## config.mk

```make
export PLATFORM = sky130hd
export DESIGN_NAME = bvm_core
export DESIGN_NICKNAME = d
export VERILOG_FILES = /design/src/rtl/bvm_pkg.sv /design/src/rtl/bvm_decode.sv /design/src/rtl/bvm_alu.sv /design/src/rtl/bvm_regfile.sv /design/src/rtl/bvm_core.sv
export SDC_FILE = /design/constraint.sdc
export NUM_CORES = 1
export LEC_CHECK = 0
export CORE_MARGIN = 2
export CORE_UTILIZATION = 40
export CTS_CLUSTER_DIAMETER = 150
export DETAILED_ROUTE_END_ITERATION = 10
export PLACE_DENSITY_LB_ADDON = 0.3
export SLEW_MARGIN = 20
export SYNTH_ARGS = -nofsm -noshare
export SYNTH_HDL_FRONTEND = slang
export SYNTH_SLANG_ARGS = --single-unit
export TNS_END_PERCENT = 5
```

## constraint.sdc

```tcl
create_clock -name clk -period 5.84 [get_ports clk]
set_input_delay 0.876 -clock clk [delete_from_list [all_inputs] [get_ports clk]]
set_output_delay 0.876 -clock clk [all_outputs]
set_load 0.05 [all_outputs]
```

## src/rtl/bvm_pkg.sv

```systemverilog
package bvm_pkg;
  typedef enum logic [4:0] {
    OP_ILL, OP_JMP, OP_CALL, OP_RET, OP_SEQI, OP_SNEI, OP_SEQR, OP_SNER,
    OP_LDI, OP_ADDI, OP_ALU, OP_LDIX, OP_RND, OP_GDLY, OP_SDLY, OP_SSND,
    OP_ADIX, OP_EXT
  } op_e;

  typedef struct packed {
    op_e         op;
    logic [3:0]  x;
    logic [3:0]  y;
    logic [7:0]  imm;
    logic [11:0] nnn;
    logic [2:0]  fn;
  } dec_t;

  typedef enum logic [1:0] {ST_IDLE, ST_PUSH, ST_POP} st_e;
endpackage

```

## src/rtl/bvm_decode.sv

```systemverilog
module bvm_decode
  import bvm_pkg::*;
(
  input  logic [15:0] word,
  output dec_t        dec
);
  logic [3:0] lo;
  assign lo = word[3:0];

  always_comb begin
    dec.x   = word[11:8];
    dec.y   = word[7:4];
    dec.imm = word[7:0];
    dec.nnn = word[11:0];
    dec.fn  = word[2:0];
    dec.op  = OP_ILL;
    unique case (word[15:12])
      4'h0: if (word == 16'h00EE) dec.op = OP_RET;
            else if (word == 16'h00E0) dec.op = OP_EXT;
      4'h1: dec.op = OP_JMP;
      4'h2: dec.op = OP_CALL;
      4'h3: dec.op = OP_SEQI;
      4'h4: dec.op = OP_SNEI;
      4'h5: if (lo == 4'h0) dec.op = OP_SEQR;
      4'h6: dec.op = OP_LDI;
      4'h7: dec.op = OP_ADDI;
      4'h8: if (lo <= 4'h5) dec.op = OP_ALU;
      4'h9: if (lo == 4'h0) dec.op = OP_SNER;
      4'hA: dec.op = OP_LDIX;
      4'hC: dec.op = OP_RND;
      4'hD: dec.op = OP_EXT;
      4'hE: if (word[7:0] == 8'h9E || word[7:0] == 8'hA1) dec.op = OP_EXT;
      4'hF: begin
        case (word[7:0])
          8'h07: dec.op = OP_GDLY;
          8'h15: dec.op = OP_SDLY;
          8'h18: dec.op = OP_SSND;
          8'h1E: dec.op = OP_ADIX;
          8'h29, 8'h33, 8'h55, 8'h65: dec.op = OP_EXT;
          default: dec.op = OP_ILL;
        endcase
      end
      default: dec.op = OP_ILL;
    endcase
  end
endmodule

```

## src/rtl/bvm_alu.sv

```systemverilog
module bvm_alu #(
  parameter int DW = 8
) (
  input  logic [DW-1:0] a,
  input  logic [DW-1:0] b,
  input  logic [2:0]    fn,
  output logic [DW-1:0] res,
  output logic          flag,
  output logic          flag_we
);
  logic [DW:0] sum;
  assign sum = {1'b0, a} + {1'b0, b};

  always_comb begin
    res     = b;
    flag    = 1'b0;
    flag_we = 1'b0;
    case (fn)
      3'd0: res = b;
      3'd1: res = a | b;
      3'd2: res = a & b;
      3'd3: res = a ^ b;
      3'd4: begin res = sum[DW-1:0]; flag = sum[DW]; flag_we = 1'b1; end
      3'd5: begin res = a - b; flag = (a >= b); flag_we = 1'b1; end
      default: res = b;
    endcase
  end
endmodule

```

## src/rtl/bvm_regfile.sv

```systemverilog
module bvm_regfile #(
  parameter int DW   = 8,
  parameter int NREG = 16
) (
  input  logic                    clk,
  input  logic                    rst_n,
  input  logic                    we,
  input  logic [$clog2(NREG)-1:0] wa,
  input  logic [DW-1:0]           wd,
  input  logic                    fwe,
  input  logic [DW-1:0]           fd,
  input  logic [$clog2(NREG)-1:0] ra_x,
  input  logic [$clog2(NREG)-1:0] ra_y,
  input  logic [$clog2(NREG)-1:0] ra_d,
  output logic [DW-1:0]           rx,
  output logic [DW-1:0]           ry,
  output logic [DW-1:0]           rd,
  output logic [DW-1:0]           vf
);
  localparam int FLAG = NREG - 1;
  logic [DW-1:0] regs [NREG];

  for (genvar i = 0; i < NREG; i++) begin : g_reg
    always_ff @(posedge clk) begin
      if (!rst_n) regs[i] <= '0;
      else if (fwe && i == FLAG) regs[i] <= fd;
      else if (we && wa == i) regs[i] <= wd;
    end
  end

  assign rx = regs[ra_x];
  assign ry = regs[ra_y];
  assign rd = regs[ra_d];
  assign vf = regs[FLAG];

  p_flag_wins_r7: assert property (@(posedge clk) disable iff (!rst_n)
    (fwe && we && wa == FLAG) |=> (vf == $past(fd)));
endmodule

```

## src/rtl/bvm_core.sv

```systemverilog
module bvm_core
  import bvm_pkg::*;
#(
  parameter int          AW        = 12,
  parameter int          DW        = 8,
  parameter int          NREG      = 16,
  parameter int          IW        = 16,
  parameter logic [11:0] RESET_PC  = 12'h200,
  parameter logic [11:0] STACK_TOP = 12'hEA0
) (
  input  logic                    clk,
  input  logic                    rst_n,
  input  logic                    ins_valid,
  output logic                    ins_ready,
  input  logic [IW-1:0]           ins_word,
  input  logic [DW-1:0]           rnd_byte,
  output logic                    stk_valid,
  input  logic                    stk_ready,
  output logic                    stk_we,
  output logic [AW-1:0]           stk_addr,
  output logic [IW-1:0]           stk_wdata,
  input  logic [IW-1:0]           stk_rdata,
  output logic                    ext_stb,
  output logic [IW-1:0]           ext_word,
  output logic                    trap,
  output logic [AW-1:0]           pc,
  output logic [AW-1:0]           sp,
  output logic [AW-1:0]           idx,
  output logic [DW-1:0]           dly,
  output logic [DW-1:0]           snd,
  input  logic [$clog2(NREG)-1:0] rd_sel,
  output logic [DW-1:0]           rd_data
);
  localparam int RW = $clog2(NREG);
  localparam logic [AW-1:0] STEP = AW'(2);

  dec_t dec;
  st_e  st_q;
  logic [AW-1:0] pc_q, sp_q, idx_q, ret_q, tgt_q;
  logic [DW-1:0] dly_q, snd_q, vx, vy, vf, alu_res;
  logic          alu_flag, alu_fwe, acc;
  logic          we, fwe, skip;
  logic [DW-1:0] wd, fd;

  bvm_decode u_dec (.word(ins_word), .dec(dec));

  bvm_alu #(.DW(DW)) u_alu (
    .a(vx), .b(vy), .fn(dec.fn), .res(alu_res), .flag(alu_flag), .flag_we(alu_fwe)
  );

  bvm_regfile #(.DW(DW), .NREG(NREG)) u_rf (
    .clk(clk), .rst_n(rst_n), .we(we), .wa(dec.x[RW-1:0]), .wd(wd),
    .fwe(fwe), .fd(fd), .ra_x(dec.x[RW-1:0]), .ra_y(dec.y[RW-1:0]),
    .ra_d(rd_sel), .rx(vx), .ry(vy), .rd(rd_data), .vf(vf)
  );

  assign ins_ready = (st_q == ST_IDLE);
  assign acc       = ins_valid && ins_ready;

  always_comb begin
    we   = 1'b0;
    wd   = '0;
    fwe  = 1'b0;
    fd   = '0;
    skip = 1'b0;
    case (dec.op)
      OP_SEQI: skip = (vx == dec.imm);
      OP_SNEI: skip = (vx != dec.imm);
      OP_SEQR: skip = (vx == vy);
      OP_SNER: skip = (vx != vy);
      OP_LDI:  begin we = acc; wd = dec.imm; end
      OP_ADDI: begin we = acc; wd = vx + dec.imm; end
      OP_ALU:  begin
        we  = acc;
        wd  = alu_res;
        fwe = acc && alu_fwe;
        fd  = {{(DW-1){1'b0}}, alu_flag};
      end
      OP_RND:  begin we = acc; wd = rnd_byte & dec.imm; end
      OP_GDLY: begin we = acc; wd = dly_q; end
      default: ;
    endcase
  end

  always_ff @(posedge clk) begin
    if (!rst_n) begin
      st_q     <= ST_IDLE;
      pc_q     <= AW'(RESET_PC);
      sp_q     <= AW'(STACK_TOP);
      idx_q    <= '0;
      dly_q    <= '0;
      snd_q    <= '0;
      ret_q    <= '0;
      tgt_q    <= '0;
      ext_stb  <= 1'b0;
      ext_word <= '0;
      trap     <= 1'b0;
    end else begin
      ext_stb <= 1'b0;
      trap    <= 1'b0;
      case (st_q)
        ST_IDLE: if (acc) begin
          pc_q <= pc_q + STEP;
          case (dec.op)
            OP_JMP:  pc_q <= AW'(dec.nnn);
            OP_CALL: begin
              pc_q  <= pc_q;
              sp_q  <= sp_q - STEP;
              ret_q <= pc_q + STEP;
              tgt_q <= AW'(dec.nnn);
              st_q  <= ST_PUSH;
            end
            OP_RET:  begin pc_q <= pc_q; st_q <= ST_POP; end
            OP_SEQI, OP_SNEI, OP_SEQR, OP_SNER:
              if (skip) pc_q <= pc_q + STEP + STEP;
            OP_LDIX: idx_q <= AW'(dec.nnn);
            OP_ADIX: idx_q <= idx_q + AW'(vx);
            OP_SDLY: dly_q <= vx;
            OP_SSND: snd_q <= vx;
            OP_EXT:  begin ext_stb <= 1'b1; ext_word <= ins_word; end
            OP_ILL:  begin pc_q <= pc_q; trap <= 1'b1; end
            default: ;
          endcase
        end
        ST_PUSH: if (stk_ready) begin
          pc_q <= tgt_q;
          st_q <= ST_IDLE;
        end
        ST_POP: if (stk_ready) begin
          pc_q <= AW'(stk_rdata[11:0]);
          sp_q <= sp_q + STEP;
          st_q <= ST_IDLE;
        end
        default: st_q <= ST_IDLE;
      endcase
    end
  end

  assign stk_valid = (st_q != ST_IDLE);
  assign stk_we    = (st_q == ST_PUSH);
  assign stk_addr  = sp_q;
  assign stk_wdata = IW'(ret_q);
  assign pc  = pc_q;
  assign sp  = sp_q;
  assign idx = idx_q;
  assign dly = dly_q;
  assign snd = snd_q;

  p_ready_excl_r2: assert property (@(posedge clk) disable iff (!rst_n)
    !(ins_ready && stk_valid));
  p_stk_hold_r8: assert property (@(posedge clk) disable iff (!rst_n)
    (stk_valid && !stk_ready) |=> (stk_valid && $stable(stk_addr)
      && $stable(stk_we) && $stable(stk_wdata)));
  p_call_sp_r8: assert property (@(posedge clk) disable iff (!rst_n)
    (acc && dec.op == OP_CALL) |=> (sp == $past(sp) - STEP && stk_we));
  p_ret_sp_r9: assert property (@(posedge clk) disable iff (!rst_n)
    (stk_valid && !stk_we && stk_ready) |=> (sp == $past(sp) + STEP));
  p_trap_hold_r13: assert property (@(posedge clk) disable iff (!rst_n)
    (acc && dec.op == OP_ILL) |=> (trap && pc == $past(pc)));
  p_addi_vf_r5: assert property (@(posedge clk) disable iff (!rst_n)
    (acc && dec.op == OP_ADDI && dec.x != 4'hF) |=> $stable(vf));
  p_idle_hold_r2: assert property (@(posedge clk) disable iff (!rst_n)
    (ins_ready && !ins_valid) |=> $stable(pc));
endmodule

```

== Word-level counts from Yosys, hierarchy flattened ==
Memories as Yosys holds them, arrays and structs flattened.
Index checks and enable logic that the tools add are counted.
Word-level totals
  bits in writable memories: 128
  output and inout port bits: 109
  register bits: 96
  input port bits: 48
  logic and storage cells: 265
  memories: 1
Memory list
  u_rf.regs: depth 16, bits a word 8, read ports 3, clocked after Yosys merged registers in 0, write ports 16, RTL line bvm_regfile.sv:21  | logic [DW-1:0] regs [NREG];
Operators by class
  bitwise logic cells: 21
  order comparisons: 2
  add/subtract/negate cells: 8
  mux-type cells: 103
  reductions and logical operators: 43
  equal/unequal tests: 76
Operators with widths (number)
  two-way mux 8 bit: 17
  two-way mux 12 bit: 7
  one-hot mux 8 bit (5 select lines): 2
  one-hot mux 5 bit (15 select lines): 1
  one-hot mux 12 bit (3 select lines): 2
  == test 4 bit, second input constant: 15
  two-way mux 1 bit: 59
  one-hot mux 12 bit (2 select lines): 2
  == test 5 x 4 -> 1 bit, second input constant: 8
  adder 12 x 2 -> 12 bit, second input constant: 3
  == test 16 x 8 -> 1 bit, second input constant: 2
  == test 4 x 3 -> 1 bit, second input constant: 8
  one-hot mux 5 bit (5 select lines): 1
  == test 8 x 5 -> 1 bit, second input constant: 3
  AND reduction 3 bit: 7
  == test 5 x 3 -> 1 bit, second input constant: 4
  logical AND 1 bit: 18
  bitwise OR 1 bit: 17
  AND 8 bit: 2
  == test 4 x 2 -> 1 bit, second input constant: 4
  == test 8 x 6 -> 1 bit, second input constant: 2
  == test 8 x 7 -> 1 bit, second input constant: 2
  == test 8 bit: 2
  == test 8 bit, second input constant: 2
  42 further kinds: 63

== Longest topological paths before layout ==
  depth after elaboration: 13
  gate-level depth with buffers: 17
  mapped depth without buffers: 14

== Cells and area by module ==
Synthesis repeated with hierarchy kept, for this count alone.
Second synthesis, totals
  cells, all modules: 1602
  area total of the unflattened synthesis: 16393.2 µm²
By module, submodules not included
  bvm_regfile: instances 1, cells each 536, seq. area each 3843.7 µm², area an instance 8101.5 µm²
  bvm_core: instances 1, cells each 790, seq. area each 1901.8 µm², area an instance 6264.8 µm²
  bvm_alu: instances 1, cells each 177, seq. area each 0.0 µm², area an instance 1310.0 µm²
  bvm_decode: instances 1, cells each 99, seq. area each 0.0 µm², area an instance 716.9 µm²

== Worst setup path before layout ==
Ideal clock, no wire load.
  kind: input to register
  from: in ins_word[8]
  to: mem u_rf.regs[15][7] (data pin)
  data required time: 5.578 ns
  library setup time: 0.262 ns
  slack: 0.542 ns
  stages: 16
  data arrival time: 5.036 ns
  path buffers: 3
  cells stage by stage: clkbuf_1 buf_1 mux4_2 mux4_2 inv_1 ha_1 a21oi_1 o21bai_1 a21o_1 a2111oi_0 nor3_1 a211oi_1 nor3_1 a211oi_2 buf_2 nor2_1
RTL lines
  start: declaration: RTL line bvm_core.sv:15  | input logic [IW-1:0] ins_word,
  end: declaration: RTL line bvm_regfile.sv:21

== Worst setup path after layout ==
  from: in ins_word[4]
  to: reg pc_q[8] (netlist: pc[8])
On the way
  word-level cells in the longest chain between the ends: 10
  elaborated cells between the ends (all ways): 41
  classes of those cells: eq/ne (24); mux (10); reduce/logical (6); memory (1)
Ends and longest elaborated chain
  == test 8 x 6 -> 1 bit (tied with other cells): RTL line bvm_decode.sv:34  | case (word[7:0])
  OR reduction 4 bit (tied with other cells): RTL line bvm_decode.sv:34
  one-hot mux 5 bit (5 select lines) (tied with other cells): RTL line bvm_decode.sv:34
  one-hot mux 5 bit (15 select lines): RTL line bvm_decode.sv:17  | unique case (word[15:12])
  == test 5 x 3 -> 1 bit: RTL line bvm_core.sv:66, bvm_core.sv:104
  one-hot mux 1 bit (4 select lines): RTL line bvm_core.sv:66  | case (dec.op)
  two-way mux 12 bit: RTL line bvm_core.sv:115  | if (skip) pc_q <= pc_q + STEP + STEP;
  one-hot mux 12 bit (3 select lines): RTL line bvm_core.sv:104  | case (dec.op)
  two-way mux 12 bit: RTL line bvm_core.sv:102  | ST_IDLE: if (acc) begin
  one-hot mux 12 bit (3 select lines): RTL line bvm_core.sv:101  | case (st_q)
  end signal: assignment: RTL line bvm_core.sv:103  | pc_q <= pc_q + STEP;
  end signal: assignment: RTL line bvm_core.sv:105  | OP_JMP: pc_q <= AW'(dec.nnn);
  end signal: assignment: RTL line bvm_core.sv:115
  end: declaration: RTL line bvm_core.sv:39  | logic [AW-1:0] pc_q, sp_q, idx_q, ret_q, tgt_q;
Parallel ways exist; a longest one is shown, timed or not. The select of a mux whose other input is x is not followed.
A chain may end at the register's enable or synchronous reset.

==> results.json <==
{
  "slowest_delay_ns": 0.65,
  "tightest_slew_ns": 1.073,
  "period_needed_ns": 5.188,
  "syn_area_mm2": 0.01489,
  "slew_headroom": 0.2823,
  "hold_buffers": 0,
  "switchingPower_mw": 1.292,
  "grt_usage": 0.2455,
  "port_buffers": 146,
  "drc_errors": 0,
  "rsz0062_at_grt": "no",
  "crit_path_max_fanout": 16,
  "cts-root-buf": "clkbuf_16",
  "die_w_um": 196.9,
  "dieArea_mm2": 0.03878,
  "hold_depth": 2,
  "hpwl_um": 35360,
  "worst_r2r_endpoint": "pc[8]",
  "die_y_um": 196.9,
  "fmax_mhz": 192.8,
  "worstHoldStart": "ret_q[0]",
  "setup_violations": 0,
  "postSynthAreaPerCell_um2": 10.52,
  "slew_violations": 0,
  "layout_common_cells": "225 x nor2_1, 141 x clkdlybuf4s50_1, 128 x edfxtp_1",
  "yosys_warnings": 0,
  "arrival_ns": 5.67,
  "status": "completed",
  "synth_top_area_frac": 0.2582,
  "cts_resized": 0,
  "coreArea_mm2": 0.03661,
  "cp-end-kind": "flop",
  "hold_class": "flop to flop",
  "place_inst": 1985,
  "ys_async_sr_fraction": 0,
  "post_cts_buffers": 0,
  "stdcell_count": 2032,
  "clkSinkCount": 223,
  "ctsHtreeMaxLevel": 1,
  "power_leakage_nw": 6.343,
  "crit_chain": "buf_2, buf_12, mux4_2, mux4_2, inv_1, ha_1, or4_1, nor2_1, a21oi_2, xor2_1, buf_4, o211ai_1, o311ai_0, a32o_1",
  "grt_pass1_wl_um": 73130,
  "grt_max_degree": 81,
  "period_share": 0.8883,
  "insertion_delay_ns": 0.54,
  "final_common_cell": "nor2_1",
  "drt_iter0_markers": 1288,
  "grt_pass1_vias": 12260,
  "crit_path_top_delay_cell": "xor2_1",
  "tns_ns": 0,
  "drv_cap": 0,
  "swShare": 0.2956,
  "routed_wl_um": 47580,
  "synth-edff-count": 128,
  "pwr-share-comb": 0.221,
  "crit_required_ns": 6.32,
  "power_frac_clock": 0.379,
  "vias_per_cell": 6.158,
  "numCtsBuffers": 27,
  "hold_ws_ns": 0.4563,
  "peakVddDrop_uv": 197.7,
  "antennaDiodeCount": 0,
  "ys_seq_elements": 223,
  "clockBufferDepth": 3,
  "drtAntennaViolNets": 0,
  "yosys_most_used_dff": "edfxtp_1",
  "initial_core_util": 0.4066,
  "hold_viol": 0,
  "cts.reportedPaths.clkPinSlew_ns": 0.05,
  "hold_end": "ret_q[0]",
  "synthCells": 1415,
  "ff2ff_setup_slack_ns": 1.40,
  "power.internal_mw": 3.079,
  "grt-ovfl-total": 0,
  "tritoncts": "done",
  "wire_per_inst_um": 23.41,
  "reg2reg_depth": 12,
  "critical_path_class": "primary input to flop",
  "synth_top_area_cell": "edfxtp_1",
  "skew_ns": 0.008486,
  "ios": 157,
  "seq_area_frac_synth": 0.3859,
  "finalPower_mw": 4.372,
  "startpoint_type": "primary input",
  "power_density_mw_per_mm2": 245.0,
  "synth_cell_types": 85,
  "layout.nets": 1654,
  "drive_above_1_share": 0.1618,
  "critPathMostFrequentCell": "mux4_2",
  "drtPass1Iterations": 7,
  "gp_congestion": 0.9054,
  "r2r-start": "u_rf.regs[15][1]",
  "vias": 12510,
  "p_seq_frac": 0.400,
  "fp-row-count": 70,
  "synthTopCellsByArea": "edfxtp_1 26%, mux4_2 18%, dfxtp_1 13%, nor2_1 5.7%, ha_1 4.6%",
  "grt_antenna_before_repair": 0,
  "syn2layout_area_growth_pct": 19.85
}
how the worst max path moves through the flow:
stage | from | endpoint | cells after the start
2_1_floorplan | ins_word[8] | u_rf.regs[15][7] | 16
3_3_place_gp | ins_word[4] | pc[6] | 14
3_5_place_dp | ins_word[4] | pc[8] | 14
4_1_cts | ins_word[4] | pc[8] | 14
5_1_grt | ins_word[4] | pc[8] | 14
6_report | ins_word[4] | pc[8] | 14
flip-flops by register name (all words and copies together) (netlist names), 8 cells and up:
name       flops
sp            11
pc            12
ret_q         12
u_rf.regs    128
ext_word      16
snd            8
dly            8
idx           12
tgt_q         12
area by class of cell:
type,instances,area [um2]
sequential,223,5746
clock buffer,33,698.2
fill,3308,18770
tap,468,585.6
timing repair buffer,215,2029
multi-input combinational,1031,8448
clock inverter,14,155.1
inverter,48,180.2
stage by stage:
step	utilization	cell area [um2]	worst slack, ns
floorplan	-	14910	0.5416
global placement	0.4640	16990	0.2605
detailed placement	0.4640	16990	0.2325
CTS	0.4874	17840	0.7869
global route	0.4874	17840	0.4674
finish	0.4874	17840	0.6525
worst max-delay path: cells and delay by family:
family,cells,cell delay (ns)
muxes,2,1.10
adders and majority gates,1,0.28
xor gates and xnor gates,1,0.65
buffers and inverters,4,1.16
AOI/OAI and AO/OA,4,0.64
and+or+nand+nor,2,0.92
power groups by stage:
stage | sequential, mW | clock [mW] | combinational [mW]
floorplan | 1.81 | 0 | 0.614
global placement | 1.78 | 0 | 0.941
detailed placement | 1.78 | 0 | 0.951
CTS | 1.75 | 1.68 | 0.955
global route | 1.75 | 1.73 | 1.03
finish | 1.75 | 1.66 | 0.965
cells in the mapped netlist, drive strengths merged, types with 36 or more instances:
cell type	instances
inv	48
nor2	225
edfxtp	128
dfxtp	95
buf	53
mux2i	36
ha	55
o21ai	54
mux4	120
nand2	104
clkbuf	65
a21oi	90
cell families (layout without fill, tap and decap cells):
logic type,Yosys count,after routing,share of synthesized area
AOI/OAI and AO/OA,297,297,0.1380
xor gates and xnor gates,39,39,0.02295
adders and majority gates,60,60,0.05295
buffers and inverters,166,310,0.04824
DFF,223,223,0.3859
muxes,157,157,0.2065
other,1,6,0.0002519
and+or+nand+nor,472,472,0.1452
layer usage:
| layer | vias up | share of wire | track usage |
|---|---|---|---|
| met5 | - | 0 | 0 |
| met1 | 6216 | 0.40 | 0.3325 |
| met4 | 0 | 0.023 | 0.06349 |
| li1 | 5586 | - | - |
| met3 | 74 | 0.091 | 0.03953 |
| met2 | 637 | 0.48 | 0.4112 |
Note: power is estimated with default switching activity, not from simulation.
